$ cat src/rtl/hbg_pkg.sv
`timescale 1ns/1ps
package hbg_pkg;

  typedef enum logic [1:0] {
    BR_OFF   = 2'd0,
    BR_FWD   = 2'd1,
    BR_REV   = 2'd2,
    BR_BRAKE = 2'd3
  } bridge_t;

  typedef struct packed {
    logic hs_a;
    logic ls_a;
    logic hs_b;
    logic ls_b;
  } gates_t;

  // Gate pattern belonging to each bridge state.
  function automatic gates_t gates_of(bridge_t s);
    gates_t g;
    g = '0;
    unique case (s)
      BR_FWD:   begin g.hs_a = 1'b1; g.ls_b = 1'b1; end
      BR_REV:   begin g.hs_b = 1'b1; g.ls_a = 1'b1; end
      BR_BRAKE: begin g.ls_a = 1'b1; g.ls_b = 1'b1; end
      default:  g = '0;
    endcase
    return g;
  endfunction

  // Wanted bridge state from halt request, PWM level and held direction.
  function automatic bridge_t pick_target(logic halt, logic pwm, logic dir);
    if (halt)     return BR_OFF;
    else if (!pwm) return BR_BRAKE;
    else if (dir)  return BR_REV;
    else           return BR_FWD;
  endfunction

endpackage

$ cat src/rtl/hbg_fault_ctl.sv
`timescale 1ns/1ps
module hbg_fault_ctl #(
  parameter int N_SUP = 3
) (
  input  logic             clk,
  input  logic             rst_n,
  input  logic             pwm_in,
  input  logic             sc_flag,
  input  logic             ot_flag,
  input  logic             ot_warn,
  input  logic [N_SUP-1:0] sup_fail,
  output logic             halt,
  output logic             pwm_prev,
  output logic             sc_hold,
  output logic             diag_sup,
  output logic             diag_tmp
);

  logic pwm_rise;
  logic sc_block;
  logic sup_any;

  assign sup_any  = |sup_fail;
  assign pwm_rise = pwm_in & ~pwm_prev;
  // A rising PWM edge with no short present releases the hold in that very cycle.
  assign sc_block = sc_flag | (sc_hold & ~pwm_rise);
  assign halt     = sc_block | ot_flag | sup_any;

  always_ff @(posedge clk or negedge rst_n) begin
    if (!rst_n) begin
      pwm_prev <= 1'b0;
      sc_hold  <= 1'b0;
      diag_sup <= 1'b0;
      diag_tmp <= 1'b0;
    end else begin
      pwm_prev <= pwm_in;
      if (sc_flag)       sc_hold <= 1'b1;
      else if (pwm_rise) sc_hold <= 1'b0;
      diag_sup <= sup_any;
      diag_tmp <= ot_warn | ot_flag;
    end
  end

  AST_SC_LATCH: assert property (@(posedge clk) disable iff (!rst_n)
    sc_flag |=> sc_hold);

  AST_SC_NO_RETRY_HIGH: assert property (@(posedge clk) disable iff (!rst_n)
    (sc_hold && pwm_in && pwm_prev) |=> sc_hold);

endmodule

$ cat src/rtl/hbg_dir_sel.sv
`timescale 1ns/1ps
module hbg_dir_sel
  import hbg_pkg::*;
(
  input  logic    clk,
  input  logic    rst_n,
  input  logic    pwm_in,
  input  logic    dir_in,
  input  logic    halt,
  output bridge_t target
);

  logic dir_held;

  always_ff @(posedge clk or negedge rst_n) begin
    if (!rst_n)       dir_held <= 1'b0;
    else if (!pwm_in) dir_held <= dir_in;
  end

  assign target = pick_target(halt, pwm_in, dir_held);

  AST_DIR_FROZEN_HIGH: assert property (@(posedge clk) disable iff (!rst_n)
    (pwm_in && target == BR_FWD) |=> (!pwm_in || halt || target != BR_REV));

endmodule

$ cat src/rtl/hbg_deadtime_fsm.sv
`timescale 1ns/1ps
module hbg_deadtime_fsm
  import hbg_pkg::*;
#(
  parameter int DEAD_CYC = 3
) (
  input  logic    clk,
  input  logic    rst_n,
  input  bridge_t target,
  output bridge_t cur,
  output gates_t  gates
);

  localparam int DCW = (DEAD_CYC < 2) ? 1 : $clog2(DEAD_CYC);
  localparam logic [DCW-1:0] LOAD = DCW'(DEAD_CYC - 1);

  logic [DCW-1:0] dcnt;

  always_ff @(posedge clk or negedge rst_n) begin
    if (!rst_n) begin
      cur  <= BR_OFF;
      dcnt <= '0;
    end else if (cur != BR_OFF) begin
      if (target != cur) begin
        cur  <= BR_OFF;
        dcnt <= LOAD;
      end
    end else if (dcnt != '0) begin
      dcnt <= dcnt - 1'b1;
    end else begin
      cur <= target;
    end
  end

  assign gates = gates_of(cur);

  AST_LEG_A_EXCL: assert property (@(posedge clk) disable iff (!rst_n)
    !(gates.hs_a && gates.ls_a));

  AST_LEG_B_EXCL: assert property (@(posedge clk) disable iff (!rst_n)
    !(gates.hs_b && gates.ls_b));

  AST_NO_DIRECT_SWAP: assert property (@(posedge clk) disable iff (!rst_n)
    (cur != BR_OFF) |=> (cur == BR_OFF || $stable(cur)));

  AST_DEAD_LOADED: assert property (@(posedge clk) disable iff (!rst_n)
    (cur != BR_OFF && target != cur) |=> (cur == BR_OFF && dcnt == LOAD));

  AST_EXIT_AFTER_DEAD: assert property (@(posedge clk) disable iff (!rst_n)
    (cur == BR_OFF && dcnt != '0) |=> (cur == BR_OFF));

endmodule

$ cat src/rtl/hbg_top.sv
`timescale 1ns/1ps
module hbg_top
  import hbg_pkg::*;
#(
  parameter int DEAD_CYC = 3
) (
  input  logic clk,
  input  logic rst_n,
  input  logic pwm_in,
  input  logic dir_in,
  input  logic fault_short,
  input  logic fault_overtemp,
  input  logic temp_warn,
  input  logic fault_undervolt,
  input  logic fault_overvolt,
  input  logic fault_pump,
  output logic gate_hs_a,
  output logic gate_ls_a,
  output logic gate_hs_b,
  output logic gate_ls_b,
  output logic diag_short,
  output logic diag_supply,
  output logic diag_temp
);

  localparam int N_SUP = 3;

  logic [N_SUP-1:0] sup_vec;
  logic             halt;
  logic             pwm_prev;
  bridge_t          target;
  bridge_t          cur;
  gates_t           gates;
  logic             any_gate;

  assign sup_vec = {fault_pump, fault_overvolt, fault_undervolt};

  hbg_fault_ctl #(.N_SUP(N_SUP)) fault_i (
    .clk      (clk),
    .rst_n    (rst_n),
    .pwm_in   (pwm_in),
    .sc_flag  (fault_short),
    .ot_flag  (fault_overtemp),
    .ot_warn  (temp_warn),
    .sup_fail (sup_vec),
    .halt     (halt),
    .pwm_prev (pwm_prev),
    .sc_hold  (diag_short),
    .diag_sup (diag_supply),
    .diag_tmp (diag_temp)
  );

  hbg_dir_sel dir_i (
    .clk    (clk),
    .rst_n  (rst_n),
    .pwm_in (pwm_in),
    .dir_in (dir_in),
    .halt   (halt),
    .target (target)
  );

  hbg_deadtime_fsm #(.DEAD_CYC(DEAD_CYC)) fsm_i (
    .clk    (clk),
    .rst_n  (rst_n),
    .target (target),
    .cur    (cur),
    .gates  (gates)
  );

  assign gate_hs_a = gates.hs_a;
  assign gate_ls_a = gates.ls_a;
  assign gate_hs_b = gates.hs_b;
  assign gate_ls_b = gates.ls_b;
  assign any_gate  = gate_hs_a | gate_ls_a | gate_hs_b | gate_ls_b;

  AST_SHORT_KILLS: assert property (@(posedge clk) disable iff (!rst_n)
    fault_short |=> !any_gate);

  AST_HELD_HIGH_OFF: assert property (@(posedge clk) disable iff (!rst_n)
    (diag_short && pwm_in && pwm_prev) |=> !any_gate);

  AST_SUPPLY_KILLS: assert property (@(posedge clk) disable iff (!rst_n)
    (fault_undervolt || fault_overvolt || fault_pump) |=> (!any_gate && diag_supply));

  AST_OVERTEMP_KILLS: assert property (@(posedge clk) disable iff (!rst_n)
    fault_overtemp |=> (!any_gate && diag_temp));

  AST_WARN_REPORTED: assert property (@(posedge clk) disable iff (!rst_n)
    temp_warn |=> diag_temp);

endmodule

$ cat config.mk
export PLATFORM = sky130hd
export DESIGN_NAME = hbg_top
export DESIGN_NICKNAME = d
export VERILOG_FILES = /design/src/rtl/hbg_pkg.sv /design/src/rtl/hbg_fault_ctl.sv /design/src/rtl/hbg_dir_sel.sv /design/src/rtl/hbg_deadtime_fsm.sv /design/src/rtl/hbg_top.sv
export SDC_FILE = /design/constraint.sdc
export NUM_CORES = 1
export LEC_CHECK = 0
export ABC_AREA = 1
export BUFFER_PORTS_ARGS = -buffer_cell sky130_fd_sc_hd__buf_4
export CAP_MARGIN = 20
export CORE_AREA = 2 2 39 41
export DETAILED_ROUTE_END_ITERATION = 10
export DIE_AREA = 0 0 41 43
export HOLD_SLACK_MARGIN = 0.12
export PLACE_DENSITY = 0.65
export SLEW_MARGIN = 30
export SYNTH_ARGS = -nofsm -noshare
export SYNTH_HDL_FRONTEND = slang
export SYNTH_SLANG_ARGS = --single-unit
$ cat constraint.sdc
create_clock -name clk -period 1.6 [get_ports clk]
set_input_delay 0.08 -clock clk [delete_from_list [all_inputs] [get_ports clk]]
set_output_delay 0.08 -clock clk [all_outputs]
set_load 0.05 [all_outputs]
# Yosys cells after proc, flatten, opt, wreduce, memory -nomap -nowiden
# Cells that the tools add are included.
# totals
out_inout_bits	7
word_cells	46
input_bits	10
regBits	9
# classes
bitwise	8
n_mux	15
eq_ne	6
addsub	1
reduce_logical	9
# ops
cell	n
2-bit 2-to-1 mux	9
2-bit nonzero test	4
1-bit 2-to-1 mux	6
2-bit equality test, second input constant	2
1-bit bitwise OR	4
2-bit AND reduction	2
2-bit OR reduction	2
3-bit OR reduction	1
1-bit bitwise AND	2
2-bit by 1-bit equality test with 1-bit output, second input constant	1
2-bit by 1-bit != test with 1-bit output, second input constant	1
2-bit != test	1
2-bit != test, second input constant	1
1-bit NOT	2
2-bit by 1-bit subtractor with 2-bit output, second input constant	1

# Logic depth before layout (Yosys ltp)
# depth
depth_word	11
depth_mapped	8
depth_no_buf	8

# Modules after synthesis
# From an unflattened synthesis, not the netlist that was laid out.
# unflattened
cells_unflattened	59
hier_area_um2	466.7
# by_module_without_submodules
mod	instances	area_each_um2	cells_each
hbg_deadtime_fsm	1	266.5	38
hbg_fault_ctl	1	148.9	14
hbg_dir_sel	1	51.3	7

# Worst setup path after synthesis
# OpenSTA, ideal clock, no wires.
# synth_timing
path_kind	register -> register
start	register fsm_i.cur[0]
end	register fsm_i.dcnt[1]
setup_slack_ns	-0.120
arrival_ns	1.603
stages_incl_launch_ff	9
required_ns	1.483
synth_period_minus_slack_ns	1.720
cell_sequence	dfrtp_1 > buf_2 > inv_2 > nor2_1 > a21oi_2 > inv_2 > a21oi_4 > nand4_1 > nand2_1
# synth_between
elab_chain_len	3
# synth_lines
element	line_no	source
start: declaration	hbg_deadtime_fsm.sv:10	output bridge_t cur,
start signal: assignment	hbg_deadtime_fsm.sv:31	cur <= target;
2-bit != test or 2-bit nonzero test (tied branches)	hbg_deadtime_fsm.sv:24, hbg_deadtime_fsm.sv:23	
2-bit != test (no source line) or 2-bit nonzero test (tied branches)	n/a	
2-bit AND reduction (no source line)	n/a	
end signal: assignment	hbg_deadtime_fsm.sv:29	dcnt <= dcnt - 1'b1;
end: declaration	hbg_deadtime_fsm.sv:17	logic [DCW-1:0] dcnt;
# Parallel ways exist; a longest one is shown, timed or not.
# A chain may end at the register's enable or synchronous reset.

# Final worst setup path
# layout_timing
start	input fault_undervolt
end	register fsm_i.dcnt[1]
# layout_between
elab_chain_len	6
# layout_lines
element	line_no	source
start: declaration	hbg_top.sv:14	input logic fault_undervolt,
3-bit OR reduction	hbg_fault_ctl.sv:23	assign sup_any = |sup_fail;
named net fault_i.sup_any	hbg_fault_ctl.sv:21	logic sup_any;
1-bit bitwise OR	hbg_fault_ctl.sv:27	assign halt = sc_block | ot_flag | sup_any;
2-bit 2-to-1 mux	hbg_pkg.sv:33	if (halt) return BR_OFF;
2-bit != test	hbg_deadtime_fsm.sv:24	if (target != cur) begin
2-bit != test (no source line)	n/a	
2-bit AND reduction (no source line)	n/a	
# The timed path passes the listed nets, and every way through them passes these cells.

==> key figures <==
Synthesis
  • Syn Area/Cell: 8.40 um^2
  • Yosys top cell by area: dfrtp_1
  • Post-Synthesis Cells: 59
  • Synth top area cells: dfrtp_1 45%, nand2_1 9.1%, nand4_1 8.8%
  • Share of the synthesized area in the top cell type: 0.455
  • #FFs+latches synth: 9
  • Sequential area share after synthesis: 0.455
  • Synth unique cells: 18
  • Yosys warns: 0
  • Synthesized cell area: 495 um^2
  • Syn_nets: 70

Die
  • Core Footprint: 1380 um^2
  • Core Rows: 14
  • Num ports: 17
  • Die width: 41 um
  • Die Ht: 43 um
  • Starting Density: 0.358
  • Die area: 1760 um^2

Critical path
  • FF-to-FF Start: fsm_i.cur[0]
  • R2R setup slack: 0.32 ns
  • CP Max Fanout: 5
  • Worst EP arrival: 1.59 ns
  • WP data required: 1.75 ns
  • R2r endpoint: fsm_i.dcnt[0]
  • Reg2Reg Depth: 6
  • Setup crit start: fault_undervolt
  • Critical Path End Type: register
  • Startpoint Class: input port
  • WS Path Type: input port to register

STA
  • Worst slew pin tran: 0.348 ns
  • Final Setup Violations: 0
  • Final Hold Fails: 0
  • Max_slew headroom: 0.768
  • Post-route setup TNS: 0 ns
  • Fin crit period: 1.43 ns
  • Final Skew: 0.00220 ns
  • RSZ-0062 raised after global routing: false
  • Fin. max-slew vios: 0
  • Max Fclk: 698 MHz
  • Tcrit/Tclk final: 0.895

Drt
  • Routed len/inst: 11.6 um
  • Via density: 4.76
  • Final WL: 1170 um
  • Residual DRC: 0
  • Routed vias: 481
  • DR pass1 iterations: 3
  • Final antenna-violating net count: 0
  • Initial drt markers: 4

Clocking
  • CTS Root Cell: clkbuf_4
  • Worst-path clk slew: 0.06 ns
  • Num CTS Buffers: 3
  • Clock Latency Late Sink: 0.26 ns
  • Max Root-Sink Buffers: 2
  • Post_cts resized: 0
  • H-tree depth: 1
  • Clock Sinks: 9
  • CTS tree: done

Pwr
  • Maximum vdd drop: 413 uV
  • P_leak: 0.363 nW
  • Power Dens Cells: 1010 nW/um^2

Job
  • Total of max-cap violations: 0

Global routing
  • Pin count of the biggest net entering global routing: 10
  • Grt total ovfl: 0
  • Vias in the first global route: 468
  • Gr usage total: 0.170
  • Initial antenna violation count: 0
  • Global-route wire length before repair: 1930 um

Layout
  • Layout cells sized above 1: 0.365
  • Area grow syn2layout: 49.7%
  • Design Area, Final: 742 um^2
  • Nets: 97
  • Fillers: 134
  • N_diodes: 0

Placement
  • Final GP Congestion: 0.777
  • Dpl cell area: 626 um^2
  • # port buffers: 16
  • HPWL after DPL: 848 um

Run status
  • Outcome: finished, final reports clean

Worst hold path
  • Hold crit path type: input port to async pin
cell usage after synthesis:
cell,count
a21oi_2,1
a21oi_4,2
buf_2,1
clkbuf_1,2
dfrtp_1,9
ha_1,1
inv_1,6
inv_2,4
nand2_1,12
nand2_2,2
nand3_1,2
nand3_2,1
nand4_1,7
nor2_1,4
nor2_2,1
nor3_1,2
o21a_1,1
or2_1,1
critical path, cell delays in order:
cell and delay (ns):
dlygate4sd3_1 0.56, buf_4 0.14, nor2_1 0.07, nand2_1 0.10, nor2_1 0.18, nand3_1 0.14, nand2_2 0.12, nand4_1 0.08
nand2_1 0.06, nand2_1 0.04
cells by family after synthesis:
kind of cell / synth area share
simple gates: 0.321
flops: 0.455
compound gates: 0.0985
fa+ha+maj: 0.0252
buf+inv: 0.101
sequential cells by signal, summed over array words and instances (netlist names):
register,flops
dir_i.dir_held,1
fault_i.sc_hold,1
fsm_i.dcnt,2
fault_i.diag_sup,1
fsm_i.cur,2
fault_i.diag_tmp,1
fault_i.pwm_prev,1
worst max-delay path by stage:
stage / end / slack (ns) / depth (start not counted)
finish: fsm_i.dcnt[1] / 0.17 / 10
global route: fsm_i.dcnt[0] / 0.02 / 9
CTS: fsm_i.dcnt[0] / 0.19 / 9
detailed placement: fsm_i.dcnt[0] / 0.33 / 6
global placement: fsm_i.dcnt[1] / 0.41 / 6
floorplan: fsm_i.dcnt[1] / 0.14 / 8
placed cells by master (no fill, tap or decap):
master         netlist  routed
inv_2                4       4
ha_1                 1       1
clkbuf_1             2       1
nand3_1              2       2
a21oi_2              1       1
clkbuf_4             0       3
dfrtp_1              9       9
a21oi_4              2       2
nor2_2               1       2
or2_1                1       1
o21a_1               1       1
nand3_2              1       1
nand2_1             12      12
nor2_1               4       3
inv_1                6       6
nand2_2              2       2
nand4_1              7       7
buf_4                0      16
nor3_1               2       2
dlygate4sd3_1        0       9
where the power goes:
part	switching [W]	leakage (nW)	internal [W]	total [W]
logic	0.000161	0.244	0.000119	0.000280
clock network	0.0000825	0.0150	0.0000963	0.000179
registers	0.0000220	0.104	0.000265	0.000287
total	0.000265	0.363	0.000481	0.000746
per-stage QoR:
stage               utilization  power, W  hold slack (ns)  setup WS (ns)  std cells
finish                    0.536  0.000746            0.175          0.168        101
global route              0.536  0.000817            0.198         0.0223        101
CTS                       0.536  0.000756            0.175          0.193        101
detailed placement        0.452  0.000558          -0.0888          0.327         88
global placement          0.452  0.000552          -0.0895          0.409         88
floorplan                     -  0.000488           -0.216          0.144         59
what timing repair did:
action | CTS | global route
hold endpoints to repair | 15 | 0
setup buffers | 0 | 0
hold buffers | 9 | 0
layer usage:
layer | share of wire | up-vias | GRT usage
met5 | 0 | - | 0
met4 | 0.054 | 0 | 0.167
met3 | 0.032 | 8 | 0.0262
met2 | 0.52 | 14 | 0.263
met1 | 0.39 | 214 | 0.179
li1 | - | 245 | -
cell type report:
type | instances | area (um^2) | area share
tap | 16 | 20.0 | 0.0270
inverter | 10 | 37.5 | 0.0506
multi-input combinational | 37 | 223 | 0.300
clock buffer | 4 | 26.3 | 0.0354
sequential | 9 | 225 | 0.304
timing repair buffer | 25 | 210 | 0.283
Note: power is estimated with default switching activity, not from simulation.
